--- config.mk ---
export PLATFORM = sky130hd
export DESIGN_NAME = blkcpy_engine
export DESIGN_NICKNAME = d
export VERILOG_FILES = /design/src/rtl/blkcpy_pkg.sv /design/src/rtl/blkcpy_seq.sv /design/src/rtl/blkcpy_regs.sv /design/src/rtl/blkcpy_engine.sv
export SDC_FILE = /design/constraint.sdc
export NUM_CORES = 1
export LEC_CHECK = 0
export BUFFER_PORTS_ARGS = -buffer_cell sky130_fd_sc_hd__buf_2
export CORE_AREA = 2 2 104 106
export CTS_BUF_LIST = sky130_fd_sc_hd__clkbuf_2
export DETAILED_ROUTE_END_ITERATION = 8
export DIE_AREA = 0 0 106 108
export GPL_TIMING_DRIVEN = 1
export PLACE_DENSITY = 0.74
export SETUP_SLACK_MARGIN = 0.2
export SYNTH_ARGS = -nofsm -noshare
export SYNTH_HDL_FRONTEND = slang
export SYNTH_SLANG_ARGS = --single-unit
--- constraint.sdc ---
create_clock -name clk -period 5.4 [get_ports clk]
set_input_delay 0.54 -clock clk [delete_from_list [all_inputs] [get_ports clk]]
set_output_delay 0.54 -clock clk [all_outputs]
set_load 0.01 [all_outputs]
--- src/rtl/blkcpy_pkg.sv ---
package blkcpy_pkg;
  typedef enum logic [2:0] {
    PH_IDLE = 3'd0,
    PH_RD   = 3'd1,
    PH_WR   = 3'd2,
    PH_GAP  = 3'd3,
    PH_REP  = 3'd4
  } phase_t;

  localparam int FB_SIGN = 7;
  localparam int FB_ZERO = 6;
  localparam int FB_B5   = 5;
  localparam int FB_HALF = 4;
  localparam int FB_B3   = 3;
  localparam int FB_PV   = 2;
  localparam int FB_SUB  = 1;
  localparam int FB_CARY = 0;
endpackage

--- src/rtl/blkcpy_seq.sv ---
module blkcpy_seq
  import blkcpy_pkg::*;
#(
  parameter int MEM_CLKS = 3,
  parameter int GAP_CLKS = 2,
  parameter int REP_CLKS = 5
) (
  input  logic clk,
  input  logic rst_n,
  input  logic start,
  input  logic rd_ready,
  input  logic wr_ready,
  input  logic cnt_last,
  output logic rd_valid,
  output logic wr_valid,
  output logic load,
  output logic capture,
  output logic update,
  output logic busy,
  output logic done
);
  localparam int MAXC  = (MEM_CLKS > GAP_CLKS) ?
                         ((MEM_CLKS > REP_CLKS) ? MEM_CLKS : REP_CLKS) :
                         ((GAP_CLKS > REP_CLKS) ? GAP_CLKS : REP_CLKS);
  localparam int CYC_W = $clog2(MAXC + 1);
  localparam logic [CYC_W-1:0] MEM_END = CYC_W'(MEM_CLKS - 1);
  localparam logic [CYC_W-1:0] GAP_END = CYC_W'(GAP_CLKS - 1);
  localparam logic [CYC_W-1:0] REP_END = CYC_W'(REP_CLKS - 1);

  phase_t           ph;
  logic [CYC_W-1:0] cyc;
  logic             mem_min;
  logic             wr_fin;

  assign mem_min  = (cyc == MEM_END);
  assign rd_valid = (ph == PH_RD);
  assign wr_valid = (ph == PH_WR);
  assign busy     = (ph != PH_IDLE);
  assign load     = (ph == PH_IDLE) && start;
  assign capture  = rd_valid && mem_min && rd_ready;
  assign wr_fin   = wr_valid && mem_min && wr_ready;
  assign update   = (ph == PH_GAP) && (cyc == GAP_END);

  always_ff @(posedge clk) begin
    if (!rst_n) begin
      ph   <= PH_IDLE;
      cyc  <= '0;
      done <= 1'b0;
    end else begin
      done <= 1'b0;
      unique case (ph)
        PH_IDLE: if (start) begin
          ph  <= PH_RD;
          cyc <= '0;
        end
        PH_RD, PH_WR: begin
          if (capture || wr_fin) begin
            ph  <= rd_valid ? PH_WR : PH_GAP;
            cyc <= '0;
          end else if (!mem_min) begin
            cyc <= cyc + 1'b1;
          end
        end
        PH_GAP: begin
          if (update) begin
            cyc <= '0;
            if (cnt_last) begin
              ph   <= PH_IDLE;
              done <= 1'b1;
            end else begin
              ph <= PH_REP;
            end
          end else begin
            cyc <= cyc + 1'b1;
          end
        end
        PH_REP: begin
          if (cyc == REP_END) begin
            ph  <= PH_RD;
            cyc <= '0;
          end else begin
            cyc <= cyc + 1'b1;
          end
        end
        default: ph <= PH_IDLE;
      endcase
    end
  end

  AST_RW_EXCL: assert property (@(posedge clk) disable iff (!rst_n)
    !(rd_valid && wr_valid));
  AST_RD_MIN: assert property (@(posedge clk) disable iff (!rst_n)
    $rose(rd_valid) |=> rd_valid);
  AST_DONE_ONE: assert property (@(posedge clk) disable iff (!rst_n)
    done |=> !done);
  AST_DONE_AFTER_BUSY: assert property (@(posedge clk) disable iff (!rst_n)
    done |-> (!busy && $past(busy)));
  AST_START_IGNORED: assert property (@(posedge clk) disable iff (!rst_n)
    (busy && start && !update) |=> busy);
endmodule

--- src/rtl/blkcpy_regs.sv ---
module blkcpy_regs
  import blkcpy_pkg::*;
#(
  parameter int AW = 16,
  parameter int CW = 16,
  parameter int DW = 8
) (
  input  logic          clk,
  input  logic          rst_n,
  input  logic          load,
  input  logic          capture,
  input  logic          update,
  input  logic [AW-1:0] cfg_src,
  input  logic [AW-1:0] cfg_dst,
  input  logic [CW-1:0] cfg_cnt,
  input  logic [7:0]    cfg_flags,
  input  logic [DW-1:0] acc,
  input  logic [DW-1:0] rd_data,
  output logic [AW-1:0] src,
  output logic [AW-1:0] dst,
  output logic          cnt_last,
  output logic [DW-1:0] held,
  output logic [7:0]    flags
);
  localparam logic [CW-1:0] CNT_ONE = CW'(1);

  logic [CW-1:0] cnt;
  logic [CW-1:0] cnt_nxt;
  logic [DW-1:0] sum;
  logic [7:0]    flg_nxt;

  assign cnt_nxt  = cnt - 1'b1;
  assign cnt_last = (cnt == CNT_ONE);
  assign sum      = acc + held;

  always_comb begin
    flg_nxt          = flags;
    flg_nxt[FB_B5]   = sum[5];
    flg_nxt[FB_B3]   = sum[3];
    flg_nxt[FB_HALF] = 1'b0;
    flg_nxt[FB_SUB]  = 1'b0;
    flg_nxt[FB_PV]   = |cnt_nxt;
  end

  always_ff @(posedge clk) begin
    if (!rst_n) begin
      src   <= '0;
      dst   <= '0;
      cnt   <= '0;
      held  <= '0;
      flags <= '0;
    end else if (load) begin
      src   <= cfg_src;
      dst   <= cfg_dst;
      cnt   <= cfg_cnt;
      flags <= cfg_flags;
    end else begin
      if (capture) held <= rd_data;
      if (update) begin
        src   <= src + 1'b1;
        dst   <= dst + 1'b1;
        cnt   <= cnt_nxt;
        flags <= flg_nxt;
      end
    end
  end

  AST_PTR_STEP: assert property (@(posedge clk) disable iff (!rst_n)
    update |=> (src == AW'($past(src) + 1'b1)) && (dst == AW'($past(dst) + 1'b1)));
  AST_PV_TRACKS: assert property (@(posedge clk) disable iff (!rst_n)
    update |=> (flags[FB_PV] == (cnt != '0)));
  AST_HN_CLEAR: assert property (@(posedge clk) disable iff (!rst_n)
    update |=> (!flags[FB_HALF] && !flags[FB_SUB]));
  AST_SZC_KEEP: assert property (@(posedge clk) disable iff (!rst_n)
    !load |=> ($stable(flags[FB_SIGN]) && $stable(flags[FB_ZERO]) && $stable(flags[FB_CARY])));
endmodule

--- src/rtl/blkcpy_engine.sv ---
module blkcpy_engine #(
  parameter int AW       = 16,
  parameter int CW       = 16,
  parameter int DW       = 8,
  parameter int MEM_CLKS = 3,
  parameter int GAP_CLKS = 2,
  parameter int REP_CLKS = 5
) (
  input  logic          clk,
  input  logic          rst_n,
  input  logic          start,
  input  logic [AW-1:0] cfg_src,
  input  logic [AW-1:0] cfg_dst,
  input  logic [CW-1:0] cfg_cnt,
  input  logic [7:0]    cfg_flags,
  input  logic [DW-1:0] acc,
  output logic          rd_valid,
  input  logic          rd_ready,
  output logic [AW-1:0] rd_addr,
  input  logic [DW-1:0] rd_data,
  output logic          wr_valid,
  input  logic          wr_ready,
  output logic [AW-1:0] wr_addr,
  output logic [DW-1:0] wr_data,
  output logic [7:0]    flags,
  output logic          busy,
  output logic          done
);
  logic load, capture, update, cnt_last;

  blkcpy_seq #(
    .MEM_CLKS(MEM_CLKS), .GAP_CLKS(GAP_CLKS), .REP_CLKS(REP_CLKS)
  ) u_seq (
    .clk(clk), .rst_n(rst_n), .start(start),
    .rd_ready(rd_ready), .wr_ready(wr_ready), .cnt_last(cnt_last),
    .rd_valid(rd_valid), .wr_valid(wr_valid),
    .load(load), .capture(capture), .update(update),
    .busy(busy), .done(done)
  );

  blkcpy_regs #(.AW(AW), .CW(CW), .DW(DW)) u_regs (
    .clk(clk), .rst_n(rst_n),
    .load(load), .capture(capture), .update(update),
    .cfg_src(cfg_src), .cfg_dst(cfg_dst), .cfg_cnt(cfg_cnt),
    .cfg_flags(cfg_flags), .acc(acc), .rd_data(rd_data),
    .src(rd_addr), .dst(wr_addr), .cnt_last(cnt_last),
    .held(wr_data), .flags(flags)
  );

  AST_RD_HOLD: assert property (@(posedge clk) disable iff (!rst_n)
    (rd_valid && !rd_ready) |=> (rd_valid && $stable(rd_addr)));
  AST_WR_HOLD: assert property (@(posedge clk) disable iff (!rst_n)
    (wr_valid && !wr_ready) |=> (wr_valid && $stable(wr_addr) && $stable(wr_data)));
endmodule

; ---- Yosys cells after proc, flatten, opt, wreduce, memory -nomap -nowiden
; Index checks and enable logic that the tools add are counted.
[totals]
register_bits = 71
in_bits = 77
output_inout_bits = 52
elab_cells = 67
[classes]
n_addsub = 5
eq_ne = 13
mux = 22
bitwise_logic = 1
n_reduce_logical = 17
[op_table]
columns = operator, n
row1 = $mux W16, 6
row2 = $add A16 B1 Y16 const B, 2
row3 = $mux W3, 10
row4 = $pmux W3 S4, 2
row5 = $eq A16 B1 Y1 const B, 1
row6 = $reduce_or A16 Y1, 1
row7 = $sub A16 B1 Y16 const B, 1
row8 = $eq A3 B2 Y1 const B, 3
row9 = $mux W8, 1
row10 = $add A6 B6 Y6, 1
row11 = $eq A3 B1 Y1 const B, 2
row12 = $eq A3 B3 Y1 const B, 2
row13 = $logic_and A1 B1 Y1, 6
row14 = $mux W6, 1
row15 = $ne A2 B1 Y1 const B, 3
row16 = $reduce_and A3 Y1, 2
row17 = $reduce_and A4 Y1, 1
row18 = $reduce_bool A4 Y1, 1
row19 = $add A3 B1 Y3 const B, 1
row20 = $logic_not A3 Y1, 1
row21 = $ne A3 B3 Y1 const B, 1
row22 = $reduce_bool A3 Y1, 1
row23 = $mux W1, 2
row24 = $ne A2 B2 Y1 const B, 1
row25 = 5 further kinds, 5

; ---- Depth between registers and ports, before layout
; Gate-level depths: netlist of the first run.
[logic_depth]
ltp_word = 6
ltp_mapped = 10

; ---- Cells and area by module
; From an unflattened synthesis of the first run, not the netlist that was laid out.
[hier_totals]
hier_cells = 464
hier_area_um2 = 3945.0
[by_module_without_submodules]
columns = mod, n_inst, cells_each, area_each_um2, seq_area_each_um2
row1 = blkcpy_regs, 1, 405, 3380.7, 1281.2
row2 = blkcpy_seq, 1, 59, 564.3, 140.1

; ---- Least setup slack after synthesis of the first run
; No wires, ideal clock.
[synth_timing]
path_kind = register to register
from = reg u_seq.cyc[1]
to = reg u_regs.dst[15]
setup_ps = 74
t_arrival_ps = 1774
path_slack_ps = 3552
path_stages_with_launch = 9
period_less_slack_ps = 1848
cell_sequence = dfxtp_1 inv_1 ha_1 and3b_1 buf_4 nand2_1 or3_4 or3_1 a31oi_1
[synth_via]
elab_chain_cells = 3
[synth_lines]
columns = item, line
row1 = from (decl), blkcpy_seq.sv:31  ; logic [CYC_W-1:0] cyc;
row2 = from (signal assigned), blkcpy_seq.sv:61  ; cyc <= cyc + 1'b1;
row3 = from (signal assigned), blkcpy_seq.sv:74  ; cyc <= cyc + 1'b1;
row4 = from (signal assigned), blkcpy_seq.sv:82  ; cyc <= cyc + 1'b1;
row5 = $eq A3 B1 Y1, blkcpy_seq.sv:42  ; assign update = (ph == PH_GAP) && (cyc == GAP_END);
row6 = $logic_and A1 B1 Y1, blkcpy_seq.sv:42
row7 = $reduce_bool A2 Y1 (no source line), n/a
row8 = to (signal assigned), blkcpy_regs.sv:54  ; dst <= cfg_dst;
row9 = to (signal assigned), blkcpy_regs.sv:61  ; dst <= dst + 1'b1;
row10 = to (decl), blkcpy_regs.sv:20  ; output logic [AW-1:0] dst,
; Every way passes these cells.
; A chain may end at the register's enable or synchronous reset.

; ---- Worst setup path after layout of the first run
[layout_timing]
from = reg u_seq.ph[1]
to = reg u_regs.dst[15]
[layout_via]
elab_chain_cells = 3
elab_cells_between_ends = 6
cone_classes = eq/ne (1) / mux (1) / reduce/logical (4)
[layout_lines]
columns = item, line
row1 = from (decl), blkcpy_seq.sv:30  ; phase_t ph;
row2 = from (signal assigned), blkcpy_seq.sv:58  ; ph <= rd_valid ? PH_WR : PH_GAP;
row3 = $eq A3 B2 Y1 / $logic_not A3 Y1 (equally long branches), "blkcpy_seq.sv:42, blkcpy_seq.sv:39"
row4 = $logic_and A1 B1 Y1 (on tied branches), "blkcpy_seq.sv:42, blkcpy_seq.sv:39"
row5 = $reduce_bool A2 Y1 (no source line) / $mux W16 (equally long branches), n/a
; Several ways; a longest one is shown, not always the timed one.

==> results of run 1 <==
==> cell families after synthesis <==
logic type               after synthesis  share of synthesized area [%]
AND/OR/NAND/NOR                      203                           26.6
AO/OA/AOI/OAI                        138                           22.0
flip-flops                            71                           35.1
buffers and inverters                 47                           5.50
XOR/XNOR                              20                           4.32
adder cells (fa/ha/maj)               12                           3.70
multiplexers                          11                           2.78
==> Yosys cell counts, types with 3 or more instances <==
cell / n / area (um^2)
sky130_fd_sc_hd__a211oi_1: 11 / 82.6
sky130_fd_sc_hd__a21oi_1: 40 / 200
sky130_fd_sc_hd__a221oi_1: 4 / 35.0
sky130_fd_sc_hd__a222oi_1: 3 / 30.0
sky130_fd_sc_hd__a22oi_1: 5 / 37.5
sky130_fd_sc_hd__a31o_2: 3 / 26.3
sky130_fd_sc_hd__a31oi_1: 12 / 75.1
sky130_fd_sc_hd__and2_1: 3 / 18.8
sky130_fd_sc_hd__and4_1: 3 / 26.3
sky130_fd_sc_hd__buf_2: 12 / 60.1
sky130_fd_sc_hd__buf_4: 5 / 37.5
sky130_fd_sc_hd__clkbuf_1: 17 / 63.8
sky130_fd_sc_hd__dfxtp_1: 71 / 1420
sky130_fd_sc_hd__ha_1: 12 / 150
sky130_fd_sc_hd__inv_1: 11 / 41.3
sky130_fd_sc_hd__mux2i_1: 9 / 90.1
sky130_fd_sc_hd__nand2_1: 53 / 199
sky130_fd_sc_hd__nand2b_1: 5 / 31.3
sky130_fd_sc_hd__nand3_1: 19 / 95.1
sky130_fd_sc_hd__nand4_1: 9 / 56.3
sky130_fd_sc_hd__nor2_1: 46 / 173
sky130_fd_sc_hd__nor2b_1: 3 / 18.8
sky130_fd_sc_hd__nor3_1: 12 / 60.1
sky130_fd_sc_hd__nor3b_1: 3 / 22.5
sky130_fd_sc_hd__nor4_1: 16 / 100
sky130_fd_sc_hd__o211ai_1: 4 / 30.0
sky130_fd_sc_hd__o21a_1: 3 / 22.5
sky130_fd_sc_hd__o21ai_0: 28 / 140
sky130_fd_sc_hd__o311ai_0: 3 / 26.3
sky130_fd_sc_hd__o31ai_1: 4 / 30.0
sky130_fd_sc_hd__or3_1: 8 / 50.1
sky130_fd_sc_hd__xnor2_1: 12 / 105
sky130_fd_sc_hd__xor2_1: 8 / 70.1
==> worst reg2reg max path: cells and delay by family (launching register included) <==
kind	cells	cell delay, ns
simple gates	4	2.32
flops	1	0.66
compound gates	1	0.15
==> registers in the layout, summed over array words and instances (netlist names) <==
signal,count
u_seq.cyc,3
u_seq.done,1
u_regs.src,16
u_regs.flags,8
u_regs.cnt,16
u_regs.dst,16
u_seq.ph,3
u_regs.held,8
==> final cells by class <==
type	instances	area (um^2)	share of cell area [%]
tap	136	170	3.51
clock inverter	7	96.3	1.99
inverter	11	41.3	0.852
sequential	71	1420	29.3
multi-input combinational	384	2410	49.7
clock buffer	9	45.0	0.930
timing repair buffer	130	661	13.6
==> how the worst max path moves through the flow <==
| stage | startpoint | end | cells past startpoint |
|---|---|---|---|
| final | u_seq.ph[1] | u_regs.dst[15] | 5 |
| after global routing | u_seq.ph[1] | u_regs.dst[15] | 5 |
| after CTS | u_seq.ph[1] | u_regs.dst[15] | 5 |
| after detailed placement | u_seq.ph[1] | u_regs.dst[15] | 5 |
| after global placement | u_seq.ph[1] | u_regs.dst[15] | 5 |
| after floorplan | u_seq.cyc[1] | u_regs.dst[15] | 8 |
==> stage by stage <==
step	hold slack (ns)	utilization (%)	cell area, um^2	std cells
after floorplan	0.465	-	4050	502
after global placement	0.438	46.0	4700	732
after detailed placement	0.445	46.0	4700	732
after CTS	0.185	47.3	4840	748
after global routing	0.176	47.3	4840	748
final	0.210	47.3	4840	748
==> layer usage <==
layer / track usage [%] / part of all wire, % / vias to the layer above
met1: 24.5 / 43 / 2015
met5: 0 / 0 / -
met4: 7.80 / 2.2 / 0
li1: - / - / 2070
met2: 35.3 / 47 / 165
met3: 5.06 / 7.3 / 25
==> report_power, final <==
part	internal [mW]	total (mW)	switching [mW]
sequential	0.557	0.601	0.0441
combinational	0.100	0.224	0.124
clock	0.155	0.366	0.211
total	0.813	1.19	0.379
==> metrics.md, run 1 <==
| Metric | Value |
|---|---|
| Status | finished clean |
| Hold Crit Class | in2reg |
| Syn Inst Count | roughly 500 |
| Max clock buf depth | 2 |
| CP peak stage delay | approximately 0.81 ns |
| # clock sinks | a little over 70 |
| Final count of pins violating max slew | 0 |
| First-pass GRT wire length | 18700 um |
| Worst r2r src | u_seq.ph[1] |
| Deepest level of the CTS H-tree | 3 |
| Core area | 0.0102 mm^2 |
| Relative slew margins | 22.2% |
| Detailed Route WL | between 10000 and 15000 um |
| Register area share after synthesis | 35.1% |
| Largest vdd supply drop | between 0.1 and 0.15 mV |
| R2R Path End | u_regs.dst[15] |
| WP data required | 5.85 ns |
| Max-cap violation count | 0 |
| Critical path's slowest cell | sky130_fd_sc_hd__nand2_1 |
| Leftover overflow at the end of global routing | 0 |
| # IOs | 129 |
| Antenna violations before repair | 0 |
| Hold path depth | 3 |
| Most common library cell in the layout ignoring fill and taps | sky130_fd_sc_hd__buf_2 |
| Post-cts hold buffer count | 0 |
| Drt initial violations | roughly 460 |
| Flip-flop and latch count after synthesis | 71 |
| CP Class | reg2reg |
| TritonRoute pass-1 iters | 5 |
| Post-route ant nets | 0 |
| Die width | between 100 and 150 um |
| Maximum fanout encountered on the critical timing path | 31 |
| Max Freq | roughly 310 MHz |
| Worst Min Path Start | cfg_flags[0] |
| Slew of the pin with the lowest slew margin | 1.16 ns |
| Finish-stage setup viols | 0 |
| Reg2reg path depth | 5 |
| Hold EP | u_regs.flags[0] |
| GRT Util Overall | 20.4% |
| Total Die Area | roughly 0.011 mm^2 |
| Highest-count cells in the layout ignoring fill and taps | sky130_fd_sc_hd__buf_2 (126), sky130_fd_sc_hd__dfxtp_1 (71), sky130_fd_sc_hd__nand2_1 (53) |
| Clock input transition at the sequential cells of the worst setup and hold paths | 0.23 ns |
| Largest clock skew in the final design | 0.0241 ns |
| Root buf cell | sky130_fd_sc_hd__clkbuf_2 |
| Kind of end point of the critical path | flop |
| Die span in y | approximately 110 um |
| Number of DRC violations after detailed routing | 0 |
| Number of antenna repair diodes | 0 |
| Starting Density | between 30% and 40% |
| Static Leak | around 1.9 nW |
| Period utilization | 59.0% |
| Ratio of total power to cell area | 246 mW/mm^2 |
| Layout cells sized above 1 | a little over a quarter |
| Vias in the first global route | 3964 |
| Total number of vias | 4275 |
| Final hold viol count | 0 |
| NumNets Final | 696 |
| Half-perimeter wire length after placement | 8160 um |
| Resized cells post-CTS | 0 |
| Total buffers and inverters traversed by the critical path | 0 |
| Wire per inst | approximately 16 um |
| Mapped Nets | 591 |
| Pre-CTS WS | 2.27 ns |
| Count of flip-flops with a built-in enable after synthesis | 0 |
| Routed vias/inst | 5.72 |
| Crit path DAT | 3.64 ns |
| Cell-by-cell listing of the critical path | nor2b_1, nand2_1, or3_4, or3_1, a31oi_1 |
| Time the final worst path needs with I/O delays and setup | 3.19 ns |
| Number of buffers added for setup after CTS | 0 |
| Count of port buffers added during placement | 126 |
| Clock tree from TritonCTS | done |
| Share of async-settable or async-resettable flops after synthesis | 0% |
| Area overhead of the layout relative to synthesis | 19.5% |
| Filler cells | 1005 |
| Post-Syn Area per Cell | 8.07 um^2 |
| Cell Area, Synth | 0.00405 mm^2 |
| Dominant register cell in the synthesized netlist | sky130_fd_sc_hd__dfxtp_1 |
| Kind of launch point of the worst setup path | flop |
| Weighted congestion at the end of routability-driven global placement | 0.913 |
| CTS buffer count | 9 |
| Kind of cell adding the most delay to the critical path | simple AND/OR/NAND/NOR gates |
| Setup TNS | 0 ns |
| Synth Warn # | 0 |
| Row count | 37 |
| Unrepaired setup endpoints after global routing | no |
| Min setup slack post-route | 2.21 ns |
| Netlist cell types | 68 |
| R2R Setup Slk | 2.21 ns |
| Design Power | roughly 1.2 mW |
| Pin count of the biggest net entering global routing | 57 |
| Worst-Skew Late Latency | between 0.5 and 0.6 ns |
No activity file was read; power rests on OpenSTA's default activity.
==> run 2: changes to the inputs <==
Clock period 5.4 ns to 2.95 ns, I/O delays scaled along.
==> run 2 against run 1 <==
First-iteration DRC count down 32%. Routed wire length up 1.7%. Via count up 1.1%. Worst hold slack worse by 0.20 ns. Non-clock buffer count up 25. Sequential power up 83%. Design area up 3.8%. Flip-flop and latch count unchanged. Combinational power up 94%. Critical path depth unchanged. Worst setup slack worse by 1.6 ns. Critical path type unchanged. Largest cell class unchanged.
==> metrics.md, run 2 (synthesis results as in run 1) <==
| Metric | Value |
|---|---|
| Starting Density | 39.6% (unchanged) |
| Core occupancy in the finished layout | 49.1% (was 47.3%) |
| Weighted congestion at the end of routability-driven global placement | 0.915 (was 0.913) |
| Clock input transition at the sequential cells of the worst setup and hold paths | 0.22 ns (was 0.23 ns) |
| Area overhead of the layout relative to synthesis | 24.1% (was 19.5%) |
| Registers with the highest flip-flop counts | u_regs.cnt x16, u_regs.dst x16, u_regs.src x16 (unchanged) |
| Number of DRC violations after detailed routing | 0 (unchanged) |
| Largest vdd supply drop | 0.178 mV (was 0.117 mV) |
| Crit path DAT | 2.80 ns (was 3.64 ns) |
| Period utilization | 79.8% (was 59.0%) |
| Deepest level of the CTS H-tree | 3 (unchanged) |
| Highest-count cells in the layout ignoring fill and taps | sky130_fd_sc_hd__buf_2 (126), sky130_fd_sc_hd__dfxtp_1 (71), sky130_fd_sc_hd__nand2_1 (53) (unchanged) |
| Finish-stage setup viols | 0 (unchanged) |
| Pin count of the biggest net entering global routing | 56 (was 57) |
| Maximum fanout encountered on the critical timing path | 13 (was 31) |
| Leftover overflow at the end of global routing | 0 (unchanged) |
| First-pass GRT wire length | 19000 um (was 18700 um) |
| Switching fraction of total power | 33.9% (was 31.8%) |
| Max Freq | 425 MHz (was 314 MHz) |
| Half-perimeter wire length after placement | 8430 um (was 8160 um) |
| Max clock buf depth | 2 (unchanged) |
| Routed vias/inst | 5.59 (was 5.72) |
| Antenna violations before repair | 0 (unchanged) |
| CTS buffer count | 9 (unchanged) |
| Unrepaired setup endpoints after global routing | no (unchanged) |
| Pre-CTS WS | 0.510 ns (was 2.27 ns) |
| Sequential cell fraction of total power | 54.8% (was 50.5%) |
| Fraction of power consumed by combinational cells | 21.6% (was 18.8%) |
| Layout cells sized above 1 | 26.1% (was 26.5%) |
| Min setup slack post-route | 0.595 ns (was 2.21 ns) |
| Clock tree from TritonCTS | done (unchanged) |
| Largest clock skew in the final design | 0.0282 ns (was 0.0241 ns) |
| Slew of the pin with the lowest slew margin | 0.716 ns (was 1.16 ns) |
| Drt initial violations | 312 (was 456) |
| Die span in y | 108 um (unchanged) |
| Share of power burned in the clock network | 23.5% (was 30.7%) |
| TritonRoute pass-1 iters | 5 (unchanged) |
| Final count of pins violating max slew | 0 (unchanged) |
| Post-route ant nets | 0 (unchanged) |
| # IOs | 129 (unchanged) |
| Count of port buffers added during placement | 126 (unchanged) |
| # clock sinks | 71 (unchanged) |
| Most common library cell in the layout ignoring fill and taps | sky130_fd_sc_hd__buf_2 (unchanged) |
| Total Die Area | 0.0114 mm^2 (unchanged) |
| Relative slew margins | 52.2% (was 22.2%) |
| Vias in the first global route | 3999 (was 3964) |
| Time the final worst path needs with I/O delays and setup | 2.36 ns (was 3.19 ns) |
| Switch Pwr | 0.680 mW (was 0.379 mW) |
| Max-cap violation count | 0 (unchanged) |
| Number of antenna repair diodes | 0 (unchanged) |
| Worst-Skew Late Latency | 0.53 ns (about the same) |
| Number of buffers added for setup after CTS | 0 (unchanged) |
| Status | finished clean (unchanged) |
| Kind of end point of the critical path | flop (unchanged) |
| Core area | 0.0102 mm^2 (unchanged) |
| Wire per inst | 15.4 um (was 15.7 um) |
| Die width | 106 um (unchanged) |
| CP Class | reg2reg (unchanged) |
| Kind of launch point of the worst setup path | flop (unchanged) |
| Hold Crit Class | in2reg (unchanged) |
| Row count | 37 (unchanged) |
| Total number of vias | 4321 (was 4275) |
| Setup TNS | 0 ns (unchanged) |
| WP data required | 3.39 ns (was 5.85 ns) |
| GRT Util Overall | 20.7% (was 20.4%) |
| NumNets Final | 721 (was 696) |
| Static Leak | 2.02 nW (was 1.94 nW) |
| Final hold viol count | 0 (unchanged) |
| Ratio of total power to cell area | 399 mW/mm^2 (was 246 mW/mm^2) |
| Internal power of the cells | 1.33 mW (was 0.813 mW) |
| Detailed Route WL | 11900 um (was 11700 um) |
| Root buf cell | sky130_fd_sc_hd__clkbuf_2 (unchanged) |
run 2: final timing paths:
| check | cells past startpoint | slack [ns] | end | startpoint |
|---|---|---|---|---|
| min reg2reg | 2 | 0.47 | u_regs.flags[7] | u_regs.flags[7] |
| max reg2reg | 5 | 0.59 | u_regs.dst[15] | u_seq.ph[1] |
| max | 5 | 0.59 | u_regs.dst[15] | u_seq.ph[1] |
| min | 3 | 0.01 | u_regs.src[15] | cfg_src[15] |
run 2: final cells by class:
cell class | instances | area (um^2)
well taps | 136 | 170
inverters | 11 | 41.3
flip-flops and latches | 71 | 1420
multi-input cells | 384 | 2410
fillers | 996 | 5200
clock buffers | 9 | 45.0
clock inverters | 7 | 40.0
repair buffers | 155 | 898
run 2: layer usage:
metal,wire [um],GRT usage (%),vias up
met5,0,0,-
met4,280,9.59,0
met3,846,4.22,29
met2,5650,35.1,177
met1,5130,25.3,1995
li1,-,-,2120
run 2: per-stage QoR:
stage | cell area [um^2] | total power [mW] | hold WS [ns] | std cells
2_1_floorplan | 4050 | 1.37 | 0.431 | 502
3_3_place_gp | 4740 | 1.52 | 0.440 | 737
3_5_place_dp | 4740 | 1.53 | 0.446 | 737
4_1_cts | 4970 | 2.01 | 0.00386 | 768
5_1_grt | 5030 | 2.12 | 0.0109 | 773
6_report | 5030 | 2.01 | 0.0137 | 773
run 2: what timing repair did:
action | CTS | global route
gates resized for setup | 0 | 1
setup endpoints to repair | 0 | 1
hold buffers | 15 | 5
endpoints found under the hold margin | 15 | 5
run 2: worst max-delay path, stage by stage, from the launching register on:
cell                      delay [ns]
sky130_fd_sc_hd__dfxtp_1        0.64
sky130_fd_sc_hd__nor2b_2        0.40
sky130_fd_sc_hd__nand2_1        0.27
sky130_fd_sc_hd__or3_4          0.46
sky130_fd_sc_hd__or3_1          0.34
sky130_fd_sc_hd__a31oi_1        0.16
run 2: power by group through the flow:
stage               Sequential [mW]  Combinational, mW  Clock, mW
global placement               1.11              0.402          0
CTS                            1.10              0.429      0.484
global route                   1.11              0.483      0.525
floorplan                      1.11              0.256          0
finish                         1.10              0.434      0.472
detailed placement             1.12              0.411          0
==> run 3: changes to the inputs <==
Settings changed: ABC_AREA from default to 1, CORE_AREA 2 2 104 106 to 2 2 106 108, DIE_AREA 0 0 106 108 to 0 0 108 110.
Clock period 2.95 ns to 2.3 ns, I/O delays scaled along.
==> run 3 against run 2 <==
Sequential power increased by 66%. First-iteration DRC count decreased by 29%. Die area increased by 3.8%. Synthesized cell count is 21% higher. Design area increased by 12%. Final cell count is 20% higher. Synthesized area is 3.1% higher. Highest routed layer unchanged.
==> metrics.md, run 3 <==
| Metric | Value |
|---|---|
| Status | finished clean (unchanged) |
| CP Class | reg2reg (unchanged) |
| Switch Pwr | 2.22 mW (was 0.680 mW) |
| Worst Min Path Start | cfg_dst[2] (was cfg_src[15]) |
| Max-cap violation count | 0 (unchanged) |
| Count of flip-flops with a built-in enable after synthesis | 0 (unchanged) |
| Leading cell types by count after synthesis | sky130_fd_sc_hd__nand2_1 (162), sky130_fd_sc_hd__dfxtp_1 (71), sky130_fd_sc_hd__nor2_1 (59), sky130_fd_sc_hd__inv_1 (52), sky130_fd_sc_hd__o21ai_0 (36) (was sky130_fd_sc_hd__dfxtp_1 (71), sky130_fd_sc_hd__nand2_1 (53), sky130_fd_sc_hd__nor2_1 (46), sky130_fd_sc_hd__a21oi_1 (40), sky130_fd_sc_hd__o21ai_0 (28)) |
| Sequential cell fraction of total power | 37.0% (was 54.8%) |
| R2R Setup Slk | 0.41 ns (was 0.59 ns) |
| Share of async-settable or async-resettable flops after synthesis | 0% (unchanged) |
| TritonRoute pass-1 iters | 5 (unchanged) |
| Flip-flop and latch count after synthesis | 71 (unchanged) |
| WP data required | 2.78 ns (was 3.39 ns) |
| Pre-CTS WS | 0.391 ns (was 0.510 ns) |
| Number of DRC violations after detailed routing | 0 (unchanged) |
| Dominant register cell in the synthesized netlist | sky130_fd_sc_hd__dfxtp_1 (unchanged) |
| Final hold viol count | 0 (unchanged) |
| Mapped Nets | 696 (was 591) |
| Ratio of total power to cell area | 880 mW/mm^2 (was 399 mW/mm^2) |
| Share of power burned in the clock network | 14.3% (was 23.5%) |
| Starting Density | 39.1% (was 39.6%) |
| Post-layout instance area | 0.00562 mm^2 (was 0.00503 mm^2) |
| Final count of pins violating max slew | 0 (unchanged) |
| Die width | 108 um (was 106 um) |
| Top metal layer carrying routed signals | met4 (unchanged) |
| Register area share after synthesis | 34.0% (was 35.1%) |
| Fraction of power consumed by combinational cells | 48.7% (was 21.6%) |
| Static Leak | 2.55 nW (was 2.02 nW) |
| Slew of the pin with the lowest slew margin | 0.547 ns (was 0.716 ns) |
| Kind of end point of the critical path | flop (unchanged) |
| Registers with the highest flip-flop counts | u_regs.cnt x16, u_regs.dst x16, u_regs.src x16 (unchanged) |
| Design Power | 4.95 mW (was 2.01 mW) |
| Unrepaired setup endpoints after global routing | no (unchanged) |
| Clock tree from TritonCTS | done (unchanged) |
| Area share of the largest cell type after synthesis | 34.0% (was 35.1%) |
| Highest-count cells in the layout ignoring fill and taps | sky130_fd_sc_hd__nand2_1 (162), sky130_fd_sc_hd__buf_2 (126), sky130_fd_sc_hd__dfxtp_1 (71) (was sky130_fd_sc_hd__buf_2 (126), sky130_fd_sc_hd__dfxtp_1 (71), sky130_fd_sc_hd__nand2_1 (53)) |
| Met2 wire length | 5630 um (was 5650 um) |
| Min setup slack post-route | 0.410 ns (was 0.595 ns) |
| Filler cells | 1044 (was 996) |
| Routed vias/inst | 4.81 (was 5.59) |
| GRT Util Overall | 19.7% (was 20.7%) |
| Internal power of the cells | 2.73 mW (was 1.33 mW) |
| Hold EP | u_regs.dst[2] (was u_regs.src[15]) |
| Clock input transition at the sequential cells of the worst setup and hold paths | 0.20 ns (was 0.22 ns) |
| Placed insts | 857 (was 737) |
| Half-perimeter wire length after placement | 8110 um (was 8430 um) |
| Maximum fanout encountered on the critical timing path | 19 (was 13) |
| Synth Warn # | 0 (unchanged) |
| Syn Inst Count | 607 (was 502) |
| Largest vdd supply drop | 0.505 mV (was 0.178 mV) |
| Number of antenna repair diodes | 0 (unchanged) |
| Count of port buffers added during placement | 126 (unchanged) |
| Vias in the first global route | 4051 (was 3999) |
| CTS buffer count | 9 (unchanged) |
| Total Die Area | 0.0119 mm^2 (was 0.0114 mm^2) |
| Post-Syn Area per Cell | 6.89 um^2 (was 8.07 um^2) |
| Met1 wire length | 5440 um (was 5130 um) |
| Pin count of the biggest net entering global routing | 43 (was 56) |
| Cell Count, Final, Fillers Out | 929 (was 773) |
| Hold path depth | 3 (unchanged) |
| R2R Path End | u_regs.dst[13] (was u_regs.dst[15]) |
| Drt initial violations | 222 (was 312) |
| Row count | 38 (was 37) |
| Deepest level of the CTS H-tree | 3 (unchanged) |
| NumNets Final | 873 (was 721) |
| Root buf cell | sky130_fd_sc_hd__clkbuf_2 (unchanged) |
| Post-route ant nets | 0 (unchanged) |
| Synth top area cells | sky130_fd_sc_hd__dfxtp_1 (34%), sky130_fd_sc_hd__nand2_1 (15%), sky130_fd_sc_hd__nor2_1 (5.3%) (was sky130_fd_sc_hd__dfxtp_1 (35%), sky130_fd_sc_hd__a21oi_1 (4.9%), sky130_fd_sc_hd__nand2_1 (4.9%)) |
| Kind of launch point of the worst setup path | flop (unchanged) |
| Worst-Skew Late Latency | 0.53 ns (about the same) |
| Cell Area, Placed | 0.00495 mm^2 (was 0.00474 mm^2) |
| Most used standard cell by instance count after synthesis | sky130_fd_sc_hd__nand2_1 (was sky130_fd_sc_hd__dfxtp_1) |
| # IOs | 129 (unchanged) |
| Leftover overflow at the end of global routing | 0 (unchanged) |
| # clock sinks | 71 (unchanged) |
| Met3 Routed Length | 521 um (was 846 um) |
| Time the final worst path needs with I/O delays and setup | 1.89 ns (was 2.36 ns) |
| Resized cells post-CTS | 0 (unchanged) |
| Total number of vias | 4470 (was 4321) |
| Relative slew margins | 63.5% (was 52.2%) |
| Crit path DAT | 2.37 ns (was 2.80 ns) |
| Layout cells sized above 1 | 24.1% (was 26.1%) |
| Max clock buf depth | 2 (unchanged) |
| Largest clock skew in the final design | 0.0203 ns (was 0.0282 ns) |
| Period utilization | 82.2% (was 79.8%) |
| First-pass GRT wire length | 18600 um (was 19000 um) |
| Multi-input gate area in the final layout | 0.00241 mm^2 (about the same) |
| Most common library cell in the layout ignoring fill and taps | sky130_fd_sc_hd__nand2_1 (was sky130_fd_sc_hd__buf_2) |
| Area taken by flip-flops and latches | 0.00142 mm^2 (unchanged) |
| Switching fraction of total power | 44.9% (was 33.9%) |
| First element of the critical path | u_seq.cyc[1] (was u_seq.ph[1]) |
| Largest area contributor in the netlist | sky130_fd_sc_hd__dfxtp_1 (unchanged) |
| Cell Area, Synth | 0.00418 mm^2 (was 0.00405 mm^2) |
| Weighted congestion at the end of routability-driven global placement | 0.817 (was 0.915) |
| Reg2reg path depth | 8 (was 5) |
| Finish-stage setup viols | 0 (unchanged) |
| Hold Crit Class | in2reg (unchanged) |
| Detailed Route WL | 11900 um (about the same) |
| Worst r2r src | u_seq.cyc[1] (was u_seq.ph[1]) |
| Wire per inst | 12.8 um (was 15.4 um) |
| Core area | 0.0107 mm^2 (was 0.0102 mm^2) |
| Die span in y | 110 um (was 108 um) |
| Antenna violations before repair | 0 (unchanged) |
| Max Freq | 529 MHz (was 425 MHz) |
| Netlist cell types | 42 (was 68) |
| Setup TNS | 0 ns (unchanged) |
| Area overhead of the layout relative to synthesis | 34.4% (was 24.1%) |
==> run 3: cell count changes after synthesis, sizes merged, moves of 7 or more <==
cell | previous run | this run
o21ai | 28 | 36
clkbuf | 17 | 9
inv | 11 | 58
nor3 | 14 | 7
nand3 | 20 | 43
a211oi | 11 | 1
mux2i | 9 | 0
or3 | 9 | 0
nand2 | 54 | 168
nor2 | 46 | 73
nor4 | 16 | 0
a31oi | 12 | 24
==> run 3: cell type report <==
| type | count | share of cell area, % |
|---|---|---|
| inverter | 59 | 3.94 |
| sequential | 71 | 25.3 |
| clock buffer | 11 | 0.980 |
| timing repair buffer | 190 | 22.9 |
| multi-input combinational | 453 | 42.9 |
| tap | 140 | 3.12 |
| clock inverter | 5 | 0.868 |
==> run 3: kinds of logic (layout without fill, tap and decap cells) <==
kind of cell,Yosys count,in the layout,synth area share (%)
XOR/XNOR,18,18,3.77
AO/OA/AOI/OAI,123,123,17.4
AND/OR/NAND/NOR,300,300,32.8
flip-flops,71,71,34.0
adder cells (fa/ha/maj),12,12,3.59
buffers and inverters,83,265,8.38
==> run 3: worst max-delay path by stage <==
stage | to | slack [ns] | cells past startpoint
floorplan | u_regs.dst[14] | 0.67 | 12
global placement | u_regs.cnt[9] | 0.48 | 8
detailed placement | u_regs.dst[13] | 0.39 | 8
CTS | u_regs.dst[13] | 0.38 | 8
global route | u_regs.flags[2] | 0.26 | 12
finish | u_regs.dst[13] | 0.41 | 8
==> run 3: metal layers <==
metal | global-route usage, % | up-vias
met3 | 3.47 | 24
met1 | 25.1 | 1974
li1 | - | 2360
met4 | 8.88 | 0
met2 | 32.7 | 112
met5 | 0 | -
==> run 3: through the flow <==
step / util [%] / hold WS, ns
final: 52.5 / 0.0482
after global routing: 52.5 / 0.0228
after CTS: 52.5 / 0.00172
after detailed placement: 46.3 / 0.455
after global placement: 46.3 / 0.446
after floorplan: - / 0.373
==> run 3: what timing repair did <==
item / in CTS / in global routing
buffers inserted: 0 / 0
hold endpoints to repair: 56 / 0
hold buffers: 56 / 0
==> run 3: worst max-delay path, cell delays in order (launching register included) <==
cell and delay (ns):
sky130_fd_sc_hd__dfxtp_1 0.43, sky130_fd_sc_hd__inv_1 0.08, sky130_fd_sc_hd__ha_1 0.21, sky130_fd_sc_hd__nand3_2 0.18, sky130_fd_sc_hd__nand2_2 0.08, sky130_fd_sc_hd__inv_1 0.41, sky130_fd_sc_hd__buf_12 0.23, sky130_fd_sc_hd__nand2_1 0.06
sky130_fd_sc_hd__a31oi_1 0.16
==> run 3: power by group through the flow <==
stage / clock [mW] / combinational [mW] / sequential [mW]
2_1_floorplan: 0 / 1.62 / 1.89
3_3_place_gp: 0 / 2.31 / 1.85
3_5_place_dp: 0 / 2.34 / 1.85
4_1_cts: 0.719 / 2.42 / 1.83
5_1_grt: 0.760 / 2.72 / 1.88
6_report: 0.705 / 2.41 / 1.83
